==> src/rtl/edge_wdt_pkg.sv <==
package edge_wdt_pkg;

  // Next counter value: zero on clear, hold at the top, otherwise advance.
  function automatic int unsigned wdt_count_next(input int unsigned cnt,
                                                 input logic        clr,
                                                 input int unsigned top);
    if (clr)            return 0;
    else if (cnt >= top) return top;
    else                return cnt + 1;
  endfunction

  // True on the edge where the count sits on its last value and is not cleared.
  function automatic logic wdt_expiry(input int unsigned cnt,
                                      input logic        clr,
                                      input int unsigned top);
    return (!clr) && (cnt == top);
  endfunction

endpackage

==> src/rtl/kick_edge_det.sv <==
module kick_edge_det (
  input  logic clk,
  input  logic rst_n,
  input  logic kick_i,
  output logic edge_o
);
  logic prev_q;

  always_ff @(posedge clk or negedge rst_n) begin
    if (!rst_n) prev_q <= 1'b0;
    else        prev_q <= kick_i;
  end

  assign edge_o = kick_i ^ prev_q;
endmodule

==> src/rtl/wdt_timer.sv <==
module wdt_timer
  import edge_wdt_pkg::*;
#(
  parameter int unsigned WDT_CYCLES = 400
) (
  input  logic clk,
  input  logic rst_n,
  input  logic clear_i,
  output logic expire_o,
  output logic expired_o
);
  localparam int unsigned TOP = (WDT_CYCLES > 1) ? WDT_CYCLES - 1 : 0;
  localparam int unsigned CW  = (TOP > 0) ? $clog2(TOP + 1) : 1;

  logic [CW-1:0] cnt_q;
  logic [CW-1:0] cnt_d;
  logic          expired_q;

  always_comb begin
    cnt_d    = CW'(wdt_count_next(int'(cnt_q), clear_i, TOP));
    expire_o = wdt_expiry(int'(cnt_q), clear_i, TOP) && !expired_q;
  end

  always_ff @(posedge clk or negedge rst_n) begin
    if (!rst_n) begin
      cnt_q     <= '0;
      expired_q <= 1'b0;
    end else begin
      cnt_q <= cnt_d;
      if (clear_i)       expired_q <= 1'b0;
      else if (expire_o) expired_q <= 1'b1;
    end
  end

  assign expired_o = expired_q;
endmodule

==> src/rtl/edge_wdt.sv <==
module edge_wdt #(
  parameter int unsigned WDT_CYCLES = 400
) (
  input  logic clk,
  input  logic rst_n,
  input  logic kick,
  input  logic kick_hiz,
  input  logic supply_ok,
  input  logic cpu_rst,
  output logic wdt_n
);
  logic edge_evt;
  logic clear_evt;
  logic expire_evt;
  logic expired;

  kick_edge_det u_edge (
    .clk    (clk),
    .rst_n  (rst_n),
    .kick_i (kick),
    .edge_o (edge_evt)
  );

  assign clear_evt = edge_evt | kick_hiz | cpu_rst;

  wdt_timer #(.WDT_CYCLES(WDT_CYCLES)) u_timer (
    .clk       (clk),
    .rst_n     (rst_n),
    .clear_i   (clear_evt),
    .expire_o  (expire_evt),
    .expired_o (expired)
  );

  assign wdt_n = supply_ok & ~(expired & ~clear_evt);
endmodule

==> config.mk <==
export PLATFORM = sky130hd
export DESIGN_NAME = edge_wdt
export DESIGN_NICKNAME = d
export VERILOG_FILES = /design/src/rtl/edge_wdt_pkg.sv /design/src/rtl/kick_edge_det.sv /design/src/rtl/wdt_timer.sv /design/src/rtl/edge_wdt.sv
export SDC_FILE = /design/constraint.sdc
export NUM_CORES = 1
export LEC_CHECK = 0
export ABC_AREA = 1
export BUFFER_PORTS_ARGS = -buffer_cell sky130_fd_sc_hd__buf_2
export CORE_AREA = 2 2 39 41
export DETAILED_ROUTE_END_ITERATION = 8
export DIE_AREA = 0 0 41 43
export PLACE_DENSITY_LB_ADDON = 0.2
export RECOVER_POWER = 100
export SLEW_MARGIN = 25
export SYNTH_ARGS = -nofsm -noshare
export SYNTH_HDL_FRONTEND = slang
export SYNTH_SLANG_ARGS = --single-unit
==> constraint.sdc <==
create_clock -name clk -period 1.2 [get_ports clk]
set_input_delay 0.12 -clock clk [delete_from_list [all_inputs] [get_ports clk]]
set_output_delay 0.12 -clock clk [all_outputs]
set_load 0.005 [all_outputs]
==> results.json, run 1 <==
{
  "status": "completed",
  "layout-drive-gt1-share_pct": 39.5,
  "syn-mean-instance-area_um2": 8.48,
  "synth_area_um2": 577,
  "r2r_setup_slack_ns": 0.009,
  "viasPerCell": 4.71,
  "crit_arrival_ns": 1.38,
  "post-route-min-period_ns": 1.19,
  "synth_top_area_cell": "dfrtp_1",
  "yosysSeqAreaShare_pct": 47.7,
  "maxSlewViolCount": 0,
  "drtIter0Drc": 5,
  "post_dp_cell_area_um2": 664,
  "fin_tns_setup_ns": 0,
  "yosysWarnings": 0,
  "ir_drop_v": 0.000600,
  "die_area_um2": 1760,
  "dr.pass1.iters": 4,
  "initial_core_util_pct": 41.7,
  "cts_tree": "yes",
  "final_cell_mix": "dfrtp_1, inv_1, nand2_1, buf_4",
  "gp_congestion": 0.684,
  "die_w_um": 41,
  "crit_path_end_kind": "register",
  "crit_path_top_delay_cell": "dfrtp_1",
  "worst-path-max-fanout": 3,
  "synth_top_area_share_pct": 47.7,
  "cts-root-buf": "clkbuf_4",
  "num-nets-final": 94,
  "grt_max_degree": 12,
  "finalWirelength_mm": 1.04,
  "io_buffers": 6,
  "synth.area.top_cells": "dfrtp_1, inv_1, nand2_1, nor2_1, xor2_1",
  "core_um2": 1380,
  "setup_viol": 0,
  "crit_type": "reg2reg",
  "leakagePower_nw": 0.341,
  "ioPinCount": 7,
  "clk_pin_slew_ns": 0.06,
  "slew_headroom_pct": 62.5,
  "synthCells": 68,
  "grt_pass1_vias": 458,
  "final_cells": 102,
  "period_share_pct": 99.2,
  "finalHoldViolCount": 0,
  "wl_per_cell_um": 10.2,
  "finClkSkew_ns": 0.00102,
  "drtAntennaViolNets": 0,
  "maxCapViolations": 0,
  "critPathMaxStageDelay_ns": 0.35,
  "area_delta_synth_final_pct": 33.8,
  "worstPathRequired_ns": 1.39,
  "antenna_found_initial": 0,
  "dp.cells": 95,
  "fin_area_um2": 772,
  "vias": 480,
  "grt_pass1_wl_mm": 1.81,
  "track_usage_pct": 15.3,
  "p_per_area_nw_per_um2": 864,
  "cts-buffers-inserted": 3,
  "clock.fmax_mhz": 840,
  "core.rowCount": 14,
  "dpl.hpwl_um": 795,
  "diodes": 0,
  "clock_sinks": 11,
  "crit_path_cell_trace": "ha_2 > nand3_2 > buf_4 > xor2_2 > nor2_2",
  "die_y_um": 43,
  "clockBufferDepth": 2,
  "overflow": 0,
  "start_kind": "register",
  "clkLatencyLatePin_ns": 0.26,
  "syn_nets": 75,
  "synth.distinct_cells": 18,
  "drc_errors": 0,
  "synth-seq-cells": 11,
  "tightest_slew_ns": 0.563,
  "final_common_cell": "dfrtp_1",
  "cts_max_level": 1,
  "hp-class": "in2reg",
  "rsz0062_at_grt": "yes"
}
==> per-stage QoR <==
stage	utilization (%)	total power, mW	setup slack, ns	hold slack [ns]
final	55.8	0.667	0.00947	0.356
after global placement	48.0	0.421	-0.0149	-0.00422
after floorplan	-	0.399	0.0325	-0.176
after global routing	55.8	0.706	-0.0730	0.373
after detailed placement	48.0	0.422	-0.0290	-0.00119
after CTS	53.3	0.680	-0.00751	0.257
==> power breakdown <==
group          leakage [nW]  total (mW)  internal (mW)  switching [mW]
sequential            0.151       0.377          0.375         0.00277
clock                0.0150       0.238          0.128           0.109
combinational         0.175      0.0523         0.0242          0.0281
total                 0.341       0.667          0.527           0.140
==> state kept, by name, summed over array words and instances, names as in the netlist <==
signal             count
u_timer.expired_o      1
u_edge.prev_q          1
u_timer.cnt_q          9
==> metal layers <==
metal | up-vias | track usage [%] | wire length [um]
met1 | 226 | 20.7 | 479
met2 | 8 | 22.2 | 522
li1 | 244 | - | -
met4 | 0 | 8.00 | 8
met3 | 2 | 3.14 | 31
met5 | - | 0 | 0
==> Yosys cell counts (all sizes together) <==
cell     n
a21oi    5
xnor2    2
ha       1
nand2   15
a31oi    1
o21a     1
nor2    12
xor2     3
nand3    4
nor3     1
inv     11
dfrtp   11
a21boi   1
==> final timing paths <==
check / from / endpoint / cells past startpoint
max: u_timer.cnt_q[1]$_DFF_PN0_ / u_timer.cnt_q[4]$_DFF_PN0_ / 5
min: cpu_rst / u_timer.expired_o$_DFFE_PN0P_ / 6
max reg2reg: u_timer.cnt_q[1]$_DFF_PN0_ / u_timer.cnt_q[4]$_DFF_PN0_ / 5
min reg2reg: u_timer.expired_o$_DFFE_PN0P_ / u_timer.expired_o$_DFFE_PN0P_ / 1
max in group asynchronous: rst_n / u_timer.cnt_q[7]$_DFF_PN0_ / 2
min in group asynchronous: rst_n / u_edge.prev_q$_DFF_PN0_ / 2
==> timing repair <==
action,4_1_cts,5_1_grt
hold buffers,2,0
setup buffers,1,0
pin swaps,5,7
endpoints found under the setup margin,4,9
gates resized for setup,7,9
hold endpoints to repair,12,0
==> worst max-delay path: cells and delay by family, from the launching register on <==
kind                       cells  cell delay [ns]
adders and majority gates      1             0.21
and+or+nand+nor                2             0.24
xor gates and xnor gates       1             0.14
DFF                            1             0.35
buffers and inverters          1             0.17
==> final cells by class <==
| class | instances | area [um^2] |
|---|---|---|
| Fill cell | 126 | 612 |
| Inverter | 11 | 41.3 |
| Sequential cell | 11 | 275 |
| Multi-Input combinational cell | 46 | 315 |
| Clock buffer | 4 | 26.3 |
| Tap cell | 16 | 20.0 |
| Timing Repair Buffer | 14 | 93.8 |
==> cell families after synthesis <==
| group | share of synthesized area, % |
|---|---|
| and+or+nand+nor | 26.7 |
| AOI/OAI and AO/OA | 8.68 |
| buffers and inverters | 7.16 |
| xor gates and xnor gates | 7.59 |
| adders and majority gates | 2.17 |
| DFF | 47.7 |
Note: power is estimated with default switching activity, not from simulation.
==> run 2, diff against run 1 <==
- SYNTH_HIERARCHICAL: not set -> 1
==> run 2 against run 1 <==
- the run now ends with setup timing left
- maximum frequency is 2.5% lower
- synthesized area is 5.0% higher
- cell area is 0.65% higher
- core utilization is 0.36 points higher
- combinational power is 1% lower
- global-route usage is 1.1 points higher
- clock skew is 0.0043 ns higher
- clock power hardly changed
- total power hardly changed
- flip-flop and latch count stayed put
- die area stayed put
- critical path type unchanged
==> results.json, run 2 <==
{
  "power.total_uw": 667,
  "nFillCells": 132,
  "ioPinCount": 7,
  "cts-buffers-inserted": 3,
  "crit_arrival_ns": 1.42,
  "grt_pass1_vias": 486,
  "crit_start": "u_timer/cnt_q[0]$_DFF_PN0_",
  "finalWirelength_mm": 1.13,
  "syn_nets": 86,
  "power_switching_uw": 147,
  "synth_area_um2": 606,
  "dpl.hpwl_um": 833,
  "finalHoldViolCount": 0,
  "hp-class": "in2reg",
  "worst-path-max-fanout": 6,
  "slew_headroom_pct": 62.2,
  "viasPerCell": 4.61,
  "use_met1_pct": 22.6,
  "die_area_um2": 1760,
  "failed_checks": "setup timing",
  "fin_ws_ns": -0.0212,
  "layout-drive-gt1-share_pct": 34.7,
  "grt_pass1_wl_mm": 1.88,
  "final_cell_mix": "inv_1, nand2_1, dfrtp_1",
  "core.rowCount": 14,
  "p_per_area_nw_per_um2": 858,
  "drtIter0Drc": 6,
  "area_delta_synth_final_pct": 28.3,
  "io_buffers": 6,
  "post-route-min-period_ns": 1.22,
  "die_w_um": 41,
  "num-nets-final": 103,
  "synthCells": 79,
  "finClkSkew_ns": 0.00534,
  "final_common_cell": "inv_1",
  "crit_path_top_delay_cell": "dfrtp_1",
  "cell_internal_pwr_uw": 520,
  "track_usage_pct": 16.3,
  "crit_path_end_kind": "register",
  "rsz0062_at_grt": "yes",
  "cts_max_level": 1,
  "start_kind": "register",
  "path_delay_family": "simple AND/OR/NAND/NOR gates",
  "wl_per_cell_um": 10.1,
  "syn-mean-instance-area_um2": 7.67,
  "crit_type": "reg2reg",
  "core_um2": 1380,
  "grt_max_degree": 12,
  "grtUsageMet3_pct": 3.14,
  "status": "complete, but fails checks",
  "vias": 512,
  "critical_path_buf_inv_count": 0,
  "ir_drop_v": 0.000687,
  "p_sw_share_pct": 22.0,
  "drtAntennaViolNets": 0,
  "clock.fmax_mhz": 819,
  "period_share_pct": 102,
  "worstPathRequired_ns": 1.40,
  "clk_pin_slew_ns": 0.07,
  "busiest_layer": "met2",
  "drc_errors": 0,
  "grt_use_met2_pct": 22.8,
  "overflow": 0,
  "clkLatencyLatePin_ns": 0.26,
  "critPathMaxStageDelay_ns": 0.38,
  "combPwrFrac_pct": 7.7,
  "antenna_found_initial": 0,
  "power_frac_clock_pct": 35.8,
  "initial_core_util_pct": 43.8,
  "leakagePower_nw": 0.371,
  "cts-root-buf": "clkbuf_4",
  "die_y_um": 43,
  "setup_viol": 2,
  "clockBufferDepth": 2,
  "yosysWarnings": 6,
  "dr.pass1.iters": 4,
  "diodes": 0,
  "timing.rr.start": "u_timer/cnt_q[0]$_DFF_PN0_",
  "cts_tree": "yes",
  "gp_congestion": 0.762,
  "clock_sinks": 11,
  "power_frac_seq_pct": 56.5,
  "crit_path_cell_trace": "ha_2 > nand2_2 > nor2_4 > nor2_2 > nand2_2 > nand2_4 > nand2_4 > nor2_2",
  "largest_reg_flops": 9,
  "regMostFlops": "u_timer/cnt_q",
  "hp-start": "cpu_rst",
  "tightest_slew_ns": 0.567,
  "fin_util_pct": 56.1,
  "maxCapViolations": 0,
  "maxSlewViolCount": 0
}
## run 2: cell types whose count changed in the layout (fill, tap and decap cells not counted), moves of 2 or more
| cell | change |
|---|---|
| inv_1 | +6 |
| a21oi_2 | +3 |
| nor2_1 | -2 |
| nand3_1 | +2 |
| xor2_2 | -2 |
| nand2_1 | +7 |
## run 2: stage by stage
step	setup slack, ns	std cells	hold WS (ns)	setup TNS [ns]	cell area (um^2)
after floorplan	0.0380	79	-0.176	0	608
after global placement	-0.00390	105	-0.00794	-0.00390	692
after detailed placement	-0.0277	105	-0.00186	-0.0348	692
after CTS	-0.0132	111	0.179	-0.0300	739
after global routing	-0.110	111	0.176	-0.567	777
final	-0.0212	111	0.172	-0.0229	777
## run 2: worst paths after layout
check / slack, ns / to / depth (start not counted)
max in group asynchronous: 0.47 / u_timer/cnt_q[1]$_DFF_PN0_ / 2
hold reg to reg: 0.52 / u_timer/cnt_q[8]$_DFF_PN0_ / 2
setup / recovery: -0.02 / u_timer/cnt_q[6]$_DFF_PN0_ / 8
min in group asynchronous: 0.35 / u_timer/cnt_q[5]$_DFF_PN0_ / 2
setup reg to reg: -0.02 / u_timer/cnt_q[6]$_DFF_PN0_ / 8
hold / removal: 0.17 / u_timer/expired_o$_DFFE_PN0P_ / 4
## run 2: worst register-to-register path: cells and delay by family (launching register included)
family                   cells  cell delay, ns
AND/OR/NAND/NOR              7            0.58
adder cells (fa/ha/maj)      1            0.20
flip-flops                   1            0.38
## run 2: layer usage
layer,vias to the layer above,part of all wire [%]
met5,-,0
met4,0,0.80
met3,2,2.9
met2,10,49
met1,227,47
li1,273,-
## run 2: power by group through the flow
stage | Clock, mW | Sequential, mW | Combinational [mW]
floorplan | 0 | 0.384 | 0.0190
global placement | 0 | 0.384 | 0.0435
detailed placement | 0 | 0.384 | 0.0446
CTS | 0.250 | 0.376 | 0.0495
global route | 0.279 | 0.377 | 0.0592
finish | 0.239 | 0.377 | 0.0516
## run 2: timing repair
item / in CTS / in global routing
hold buffers: 2 / 0
gates resized for setup: 0 / 12
endpoints found under the hold margin: 12 / 0
buffers inserted: 0 / 0
setup endpoints to repair: 4 / 10
pin swaps: 5 / 5
## run 2: final cells by class
type	instances	area, um^2	area share (%)
Clock inverter	1	5.00	0.644
Timing Repair Buffer	13	86.3	11.1
Inverter	16	60.1	7.73
Multi-Input combinational cell	51	308	39.6
Tap cell	16	20.0	2.58
Sequential cell	11	275	35.4
Clock buffer	3	22.5	2.90
